===== src/rtl/smi_agg_pkg.sv =====
`timescale 1ns/1ps
package smi_agg_pkg;
    localparam int STAT_W   = 16;
    localparam int N_GRP    = 5;
    localparam int N_STICKY = 4;

    localparam int BIT_RSV  = 4;
    localparam int BIT_VRT  = 5;
    localparam int BIT_STK0 = 11;
    localparam int BIT_SUSP = 15;

    localparam int ADDR_MIR  = 0;
    localparam int ADDR_CLR  = 1;
    localparam int ADDR_GRP0 = 2;

    typedef logic [STAT_W-1:0] stat_t;

    localparam stat_t STICKY_MASK = 16'h7800;
    localparam stat_t RO_MASK     = 16'h002F;
    localparam stat_t SMI_MASK    = STICKY_MASK | RO_MASK;

    typedef struct packed {
        logic usb;
        logic wrst;
        logic nmi;
        logic sio;
    } sticky_t;

    function automatic int grp_bit(input int g);
        return (g == N_GRP - 1) ? BIT_VRT : g;
    endfunction
endpackage


===== src/rtl/smi_sticky_bank.sv =====
`timescale 1ns/1ps
module smi_sticky_bank #(
    parameter int W = 4
) (
    input  logic         clk,
    input  logic         rst,
    input  logic [W-1:0] set_i,
    input  logic         clr_i,
    output logic [W-1:0] q_o
);
    logic [W-1:0] q_r;

    always_ff @(posedge clk) begin
        if (rst) q_r <= '0;
        else     q_r <= (clr_i ? '0 : q_r) | set_i;
    end

    assign q_o = q_r;
endmodule


===== src/rtl/smi_l2_group.sv =====
`timescale 1ns/1ps
module smi_l2_group #(
    parameter int SUB_W = 4
) (
    input  logic             clk,
    input  logic             rst,
    input  logic [SUB_W-1:0] evt_i,
    input  logic             w1c_i,
    input  logic [SUB_W-1:0] wdata_i,
    output logic [SUB_W-1:0] q_o,
    output logic             any_o
);
    logic [SUB_W-1:0] q_r;
    logic [SUB_W-1:0] clr_bits;

    assign clr_bits = w1c_i ? wdata_i : '0;

    always_ff @(posedge clk) begin
        if (rst) q_r <= '0;
        else     q_r <= (q_r & ~clr_bits) | evt_i;
    end

    assign q_o   = q_r;
    assign any_o = |q_r;
endmodule


===== src/rtl/smi_req_gen.sv =====
`timescale 1ns/1ps
module smi_req_gen
    import smi_agg_pkg::*;
(
    input  logic  clk,
    input  logic  rst,
    input  stat_t stat_i,
    output logic  req_o
);
    logic req_r;

    always_ff @(posedge clk) begin
        if (rst) req_r <= 1'b0;
        else     req_r <= |(stat_i & SMI_MASK);
    end

    assign req_o = req_r;
endmodule


===== src/rtl/smi_status_agg.sv =====
`timescale 1ns/1ps
module smi_status_agg
    import smi_agg_pkg::*;
#(
    parameter int SUB_W  = 4,
    parameter int ADDR_W = 3
) (
    input  logic                   clk,
    input  logic                   rst,
    input  logic                   evt_sio_irq2,
    input  logic                   evt_nmi,
    input  logic                   evt_warm_rst,
    input  logic                   evt_usb,
    input  logic [1:0]             usb_en,
    input  logic                   vrt_en,
    input  logic [N_GRP*SUB_W-1:0] l2_evt,
    input  logic                   susp_mod_cfg,
    input  logic                   bus_rd,
    input  logic                   bus_wr,
    input  logic [ADDR_W-1:0]      bus_addr,
    input  logic [STAT_W-1:0]      bus_wdata,
    output logic [STAT_W-1:0]      bus_rdata,
    output logic                   smi_req
);
    localparam logic [ADDR_W-1:0] A_MIR = ADDR_W'(ADDR_MIR);
    localparam logic [ADDR_W-1:0] A_CLR = ADDR_W'(ADDR_CLR);

    sticky_t          sticky_set;
    logic [N_STICKY-1:0] sticky_q;
    logic             clr_rd;
    logic [SUB_W-1:0] grp_q [N_GRP];
    logic [N_GRP-1:0] grp_any;
    stat_t            stat_word;

    // sticky causes, USB gated by its two-bit enable
    assign sticky_set.usb  = evt_usb & (&usb_en);
    assign sticky_set.wrst = evt_warm_rst;
    assign sticky_set.nmi  = evt_nmi;
    assign sticky_set.sio  = evt_sio_irq2;
    assign clr_rd          = bus_rd && (bus_addr == A_CLR);

    smi_sticky_bank #(.W(N_STICKY)) u_sticky (
        .clk   (clk),
        .rst   (rst),
        .set_i (sticky_set),
        .clr_i (clr_rd),
        .q_o   (sticky_q)
    );

    // second-level groups; the last one is the enable-gated video retrace group
    for (genvar g = 0; g < N_GRP; g++) begin : g_grp
        logic [SUB_W-1:0] evt_g;
        logic             w1c_g;

        if (g == N_GRP - 1) begin : g_gated
            assign evt_g = l2_evt[g*SUB_W +: SUB_W] & {SUB_W{vrt_en}};
        end else begin : g_plain
            assign evt_g = l2_evt[g*SUB_W +: SUB_W];
        end

        assign w1c_g = bus_wr && (bus_addr == ADDR_W'(ADDR_GRP0 + g));

        smi_l2_group #(.SUB_W(SUB_W)) u_grp (
            .clk     (clk),
            .rst     (rst),
            .evt_i   (evt_g),
            .w1c_i   (w1c_g),
            .wdata_i (bus_wdata[SUB_W-1:0]),
            .q_o     (grp_q[g]),
            .any_o   (grp_any[g])
        );
    end

    // top-level word assembly
    always_comb begin
        stat_word = '0;
        for (int g = 0; g < N_GRP; g++) begin
            stat_word[grp_bit(g)] = grp_any[g];
        end
        stat_word[BIT_STK0 +: N_STICKY] = sticky_q;
        stat_word[BIT_RSV]              = 1'b0;
        stat_word[BIT_SUSP]             = susp_mod_cfg;
    end

    // read mux
    always_comb begin
        bus_rdata = '0;
        if (bus_addr == A_MIR || bus_addr == A_CLR) begin
            bus_rdata = stat_word;
        end
        for (int g = 0; g < N_GRP; g++) begin
            if (bus_addr == ADDR_W'(ADDR_GRP0 + g)) begin
                bus_rdata[SUB_W-1:0] = grp_q[g];
            end
        end
    end

    smi_req_gen u_req (
        .clk    (clk),
        .rst    (rst),
        .stat_i (stat_word),
        .req_o  (smi_req)
    );
endmodule


===== config.mk =====
export PLATFORM = sky130hd
export DESIGN_NAME = smi_status_agg
export DESIGN_NICKNAME = d
export VERILOG_FILES = /design/src/rtl/smi_agg_pkg.sv /design/src/rtl/smi_sticky_bank.sv /design/src/rtl/smi_l2_group.sv /design/src/rtl/smi_req_gen.sv /design/src/rtl/smi_status_agg.sv
export SDC_FILE = /design/constraint.sdc
export NUM_CORES = 1
export LEC_CHECK = 0
export BUFFER_PORTS_ARGS = -buffer_cell sky130_fd_sc_hd__buf_4
export CAP_MARGIN = 0
export CORE_AREA = 2 2 65 67
export CTS_CLUSTER_DIAMETER = 80
export DETAILED_ROUTE_END_ITERATION = 10
export DIE_AREA = 0 0 67 69
export PLACE_DENSITY = 0.61
export RECOVER_POWER = 100
export SETUP_SLACK_MARGIN = 0.1
export SYNTH_ARGS = -nofsm -noshare
export SYNTH_HDL_FRONTEND = slang
export SYNTH_HIERARCHICAL = 1
export SYNTH_SLANG_ARGS = --single-unit

===== constraint.sdc =====
create_clock -name clk -period 3.8 [get_ports clk]
set_input_delay 0.95 -clock clk [delete_from_list [all_inputs] [get_ports clk]]
set_output_delay 0.95 -clock clk [all_outputs]
set_load 0.03 [all_outputs]

Yosys cells after proc, flatten, opt, wreduce, memory -nomap -nowiden:

Cells that the tools add are included.

* output and inout bits: 17
* word-level logic and storage cells: 58
* register bits: 25

* bitwise gates (word level): 18
* mux-type cells: 12
* reduce and logical (&&, ||, !) cells: 15
* eq/ne operators: 6

Operators by type and width (count)
* $mux 4: 11
* $and 4x4->4: 6
* $or 4x4->4: 6
* $reduce_or 24->1: 1
* $not 4->4: 5
* $reduce_or 4->1: 5
* $mux 16: 1
* $eq 3x3->1 const B: 3
* $eq 3x2->1 const B: 2
* $logic_and 1x1->1: 6
* $eq 3x1->1 const B: 1
* $logic_not 3->1: 1
* $reduce_and 2->1: 1
* $and 1x1->1: 1
* $logic_or 1x1->1: 1

Longest topological paths before layout:

* word-level depth: 8
* gate-level depth with buffers: 5
* gate-level depth less buffers: 4

Modules after synthesis:

The synthesis kept the hierarchy.

Modules (own cells, without submodules)
* smi_l2_group: times used 5, area an instance 152.6 um2, cells each 17
* smi_status_agg: times used 1, area an instance 394.1 um2, cells each 56
* smi_sticky_bank: times used 1, area an instance 140.1 um2, cells each 16
* smi_req_gen: times used 1, area an instance 41.3 um2, cells each 5

Worst setup path before layout:

No wires, ideal clock.

* path type: input -> output
* start point: input port bus_addr[0]
* end point: output port bus_rdata[3]
* data required time: 2.850 ns
* stages: 3
* slack: 0.897 ns
* data arrival time: 1.953 ns
* cell sequence: buf_4 -> or2_2 -> a31oi_1

* cells in the longest elaborated chain, start to end: 8
* elaborated cells on any way between the ends: 14
* those cells by class: eq/ne: 6; mux: 6; reduce/logical: 2

Ends and longest elaborated chain
* start: declaration: line smi_status_agg.sv:20 `input logic [ADDR_W-1:0] bus_addr,`
* $eq 3x1->1 / $logic_not 3->1 (equally long branches): line smi_status_agg.sv:88 `if (bus_addr == A_MIR || bus_addr == A_CLR) begin`
* $logic_or 1x1->1: line smi_status_agg.sv:88
* $mux 16: line smi_status_agg.sv:88
* $mux 4 (4 in a row): line smi_status_agg.sv:92 `if (bus_addr == ADDR_W'(ADDR_GRP0 + g)) begin`
* $mux 4 *: line smi_status_agg.sv:92
* end: declaration: line smi_status_agg.sv:22 `output logic [STAT_W-1:0] bus_rdata,`

Mark *: on every way between the ends. The rest lies on a longest branch, timed or not.

Final worst setup path:

* start point: input port bus_addr[1]
* end point: output port bus_rdata[2]

The elaborated chain is that of the path after synthesis.

==> impl_metrics.py <==
metrics = {
    "run_status": {
        "status": "finished, final reports clean",
    },
    "global_route": {
        "use_met3": 0.0277,
        "track_usage": 0.148,
        "grtUsageMet2": 0.209,
        "antenna_found_initial": 0,
        "grt_max_degree": 26,
        "grt_pass1_vias": 1122,
        "grt_first_pass_wirelength_um": 5340,
        "grtUsageMet1": 0.225,
        "globalRouteOverflowTotal": 0,
        "busiest_layer": "met1",
    },
    "worst_setup_path": {
        "startpoint_type": "input port",
        "end_kind": "output pin",
        "critical_path_required_ns": 2.85,
        "arrival_ns": 2.26,
        "path_class": "in -> out",
        "r2r_slack_ns": 2.45,
        "critical_path.max_fanout": 12,
    },
    "detailed_routing": {
        "final_antenna_net_count": 0,
        "viasPerCell": 4.85,
        "wl_um": 3360,
        "drtIter0Drc": 40,
        "vias": 1266,
        "drc": 0,
        "wire_per_inst_um": 12.9,
        "drtPass1Iterations": 4,
    },
    "clocking": {
        "ctsHoldBuffers": 0,
        "cts_tree": "built",
        "numCtsBuffers": 3,
        "cts_buffer_depth": 2,
        "cts_resized": 0,
        "postCtsSetupBuffers": 0,
        "cts-root-buf": "clkbuf_8",
        "path_clk_slew_ns": 0.08,
        "clk_latency_ns": 0.27,
        "cts_num_sinks": 25,
        "htreeDepth": 1,
    },
    "synthesis": {
        "ys_seq_area_frac": 0.374,
        "synthFlopType": "dfxtp_1",
        "synthArstFlopShare": 0,
        "synth.cell_area_mm2": 0.00134,
        "synth_edf_count": 0,
        "synth_cells": 162,
        "synth_cell_types": 28,
        "yosys_warnings": 6,
        "syn_avg_cell_area_um2": 8.26,
        "synth_seq_cells": 25,
    },
    "timing": {
        "setup_viol": 0,
        "worstMarginPinSlew_ns": 0.688,
        "grt_setup_unrepaired": "no",
        "final_max_slew_viol_count": 0,
        "fin_setup_tns_ns": 0,
        "fin_crit_sh": 0.846,
        "max_freq_mhz": 311,
        "hold_violations": 0,
        "maxSlewHeadroom": 0.535,
        "period_minus_slack_ns": 3.21,
        "fin_skew_ns": 0.00124,
    },
    "place": {
        "port_buffers": 49,
        "place_area_mm2": 0.00172,
        "dp_hpwl_um": 2610,
        "gp_congestion": 0.766,
    },
    "flow_run": {
        "cap_violations": 0,
    },
    "pwr": {
        "leakage_uw": 0.000788,
        "p_int_uw": 417,
        "powerDensity_mw_per_mm2": 340,
        "power_frac_comb": 0.231,
        "switching_share": 0.291,
        "peakVddDrop_mv": 0.147,
        "p_seq_frac": 0.501,
        "pwr-share-clk": 0.268,
        "p_sw_uw": 172,
    },
    "die": {
        "initial_core_util": 0.342,
        "die_area_mm2": 0.00462,
        "fp-row-count": 23,
        "boundaryPins": 68,
        "core_mm2": 0.00391,
        "die_w_um": 67,
        "dieHeight_um": 69,
    },
    "hold_path": {
        "hp-class": "reg -> reg",
    },
    "finish": {
        "synthToLayoutAreaGrowth_pct": 29.2,
        "nets": 263,
        "utilization": 0.442,
        "layout-drive-gt1-share": 0.232,
        "layout_common_cells": "buf_4 (40), dfxtp_1 (25), inv_1 (24)",
        "antenna_cells": 0,
        "design_area_mm2": 0.00173,
        "final_common_cell": "buf_4",
    },
}
-- cell families (layout without fill, tap and decap cells) --
group	count (synthesis)	count (layout)	share of synthesized area
and+or+nand+nor	62	62	0.253
AOI/OAI and AO/OA	33	33	0.188
buffers and inverters	33	77	0.119
DFF	25	25	0.374
muxes	8	8	0.0636
other	1	6	0.00280
-- synth_stat cells, types with 5 or more instances --
| library cell | number | area [µm²] |
|---|---|---|
| buf_4 | 7 | 52.6 |
| nand2_1 | 5 | 18.8 |
| dfxtp_1 | 25 | 500 |
| a311oi_1 | 20 | 175 |
| or4_1 | 5 | 37.5 |
| inv_1 | 24 | 90.1 |
| nor2_1 | 22 | 82.6 |
| a31oi_1 | 5 | 31.3 |
| and2_1 | 10 | 62.6 |
-- area by class of cell --
| cell class | instances | area (µm²) |
|---|---|---|
| Multi-Input combinational cell | 109 | 697 |
| Tap cell | 50 | 62.6 |
| Timing Repair Buffer | 49 | 334 |
| Sequential cell | 25 | 500 |
| Inverter | 24 | 90.1 |
| Clock buffer | 4 | 45.0 |
| Fill cell | 439 | 2180 |
-- flip-flops by register name, indices dropped and copies added (netlist names) --
register,flops
u_sticky/q_o,4
g_grp.u_grp/q_o,20
u_req/req_o,1
-- stage by stage --
| step | worst slack, ns | instances | power (µW) | hold WS (ns) |
|---|---|---|---|---|
| 2_1_floorplan | 0.897 | 167 | 382 | 0.452 |
| 3_3_place_gp | 0.934 | 257 | 442 | 0.477 |
| 3_5_place_dp | 0.943 | 257 | 443 | 0.480 |
| 4_1_cts | 0.942 | 261 | 598 | 0.492 |
| 5_1_grt | 0.451 | 261 | 621 | 0.524 |
| 6_report | 0.586 | 261 | 589 | 0.495 |
-- final timing paths --
kind | start | end | cells past startpoint
worst max-delay path | bus_addr[1] | bus_rdata[2] | 5
worst min-delay path | g_grp[0].u_grp/q_o[2]$_SDFF_PP0_ | g_grp[0].u_grp/q_o[2]$_SDFF_PP0_ | 2
worst max register to register | g_grp[3].u_grp/q_o[1]$_SDFF_PP0_ | u_req/req_o$_SDFF_PP0_ | 3
worst min register to register | g_grp[0].u_grp/q_o[2]$_SDFF_PP0_ | g_grp[0].u_grp/q_o[2]$_SDFF_PP0_ | 2
-- power by group through the flow --
| stage | Combinational [µW] | Clock [µW] | Sequential, µW |
|---|---|---|---|
| after floorplan | 84.9 | 0 | 297 |
| after global placement | 141 | 0 | 301 |
| after detailed placement | 142 | 0 | 301 |
| after CTS | 142 | 161 | 295 |
| after global routing | 149 | 175 | 298 |
| final | 136 | 158 | 295 |
-- critical path, stage by stage --
cell and delay, ns:
clkbuf_1 0.39, mux2i_1 0.13, or2_0 0.21, a31oi_1 0.24, clkbuf_1 0.34
-- layer usage --
metal | share of wire | vias to the layer above
met5 | 0 | -
met4 | 0.0083 | 0
met3 | 0.066 | 4
met2 | 0.43 | 41
met1 | 0.49 | 560
li1 | - | 661
(Power assumes the default switching activity.)
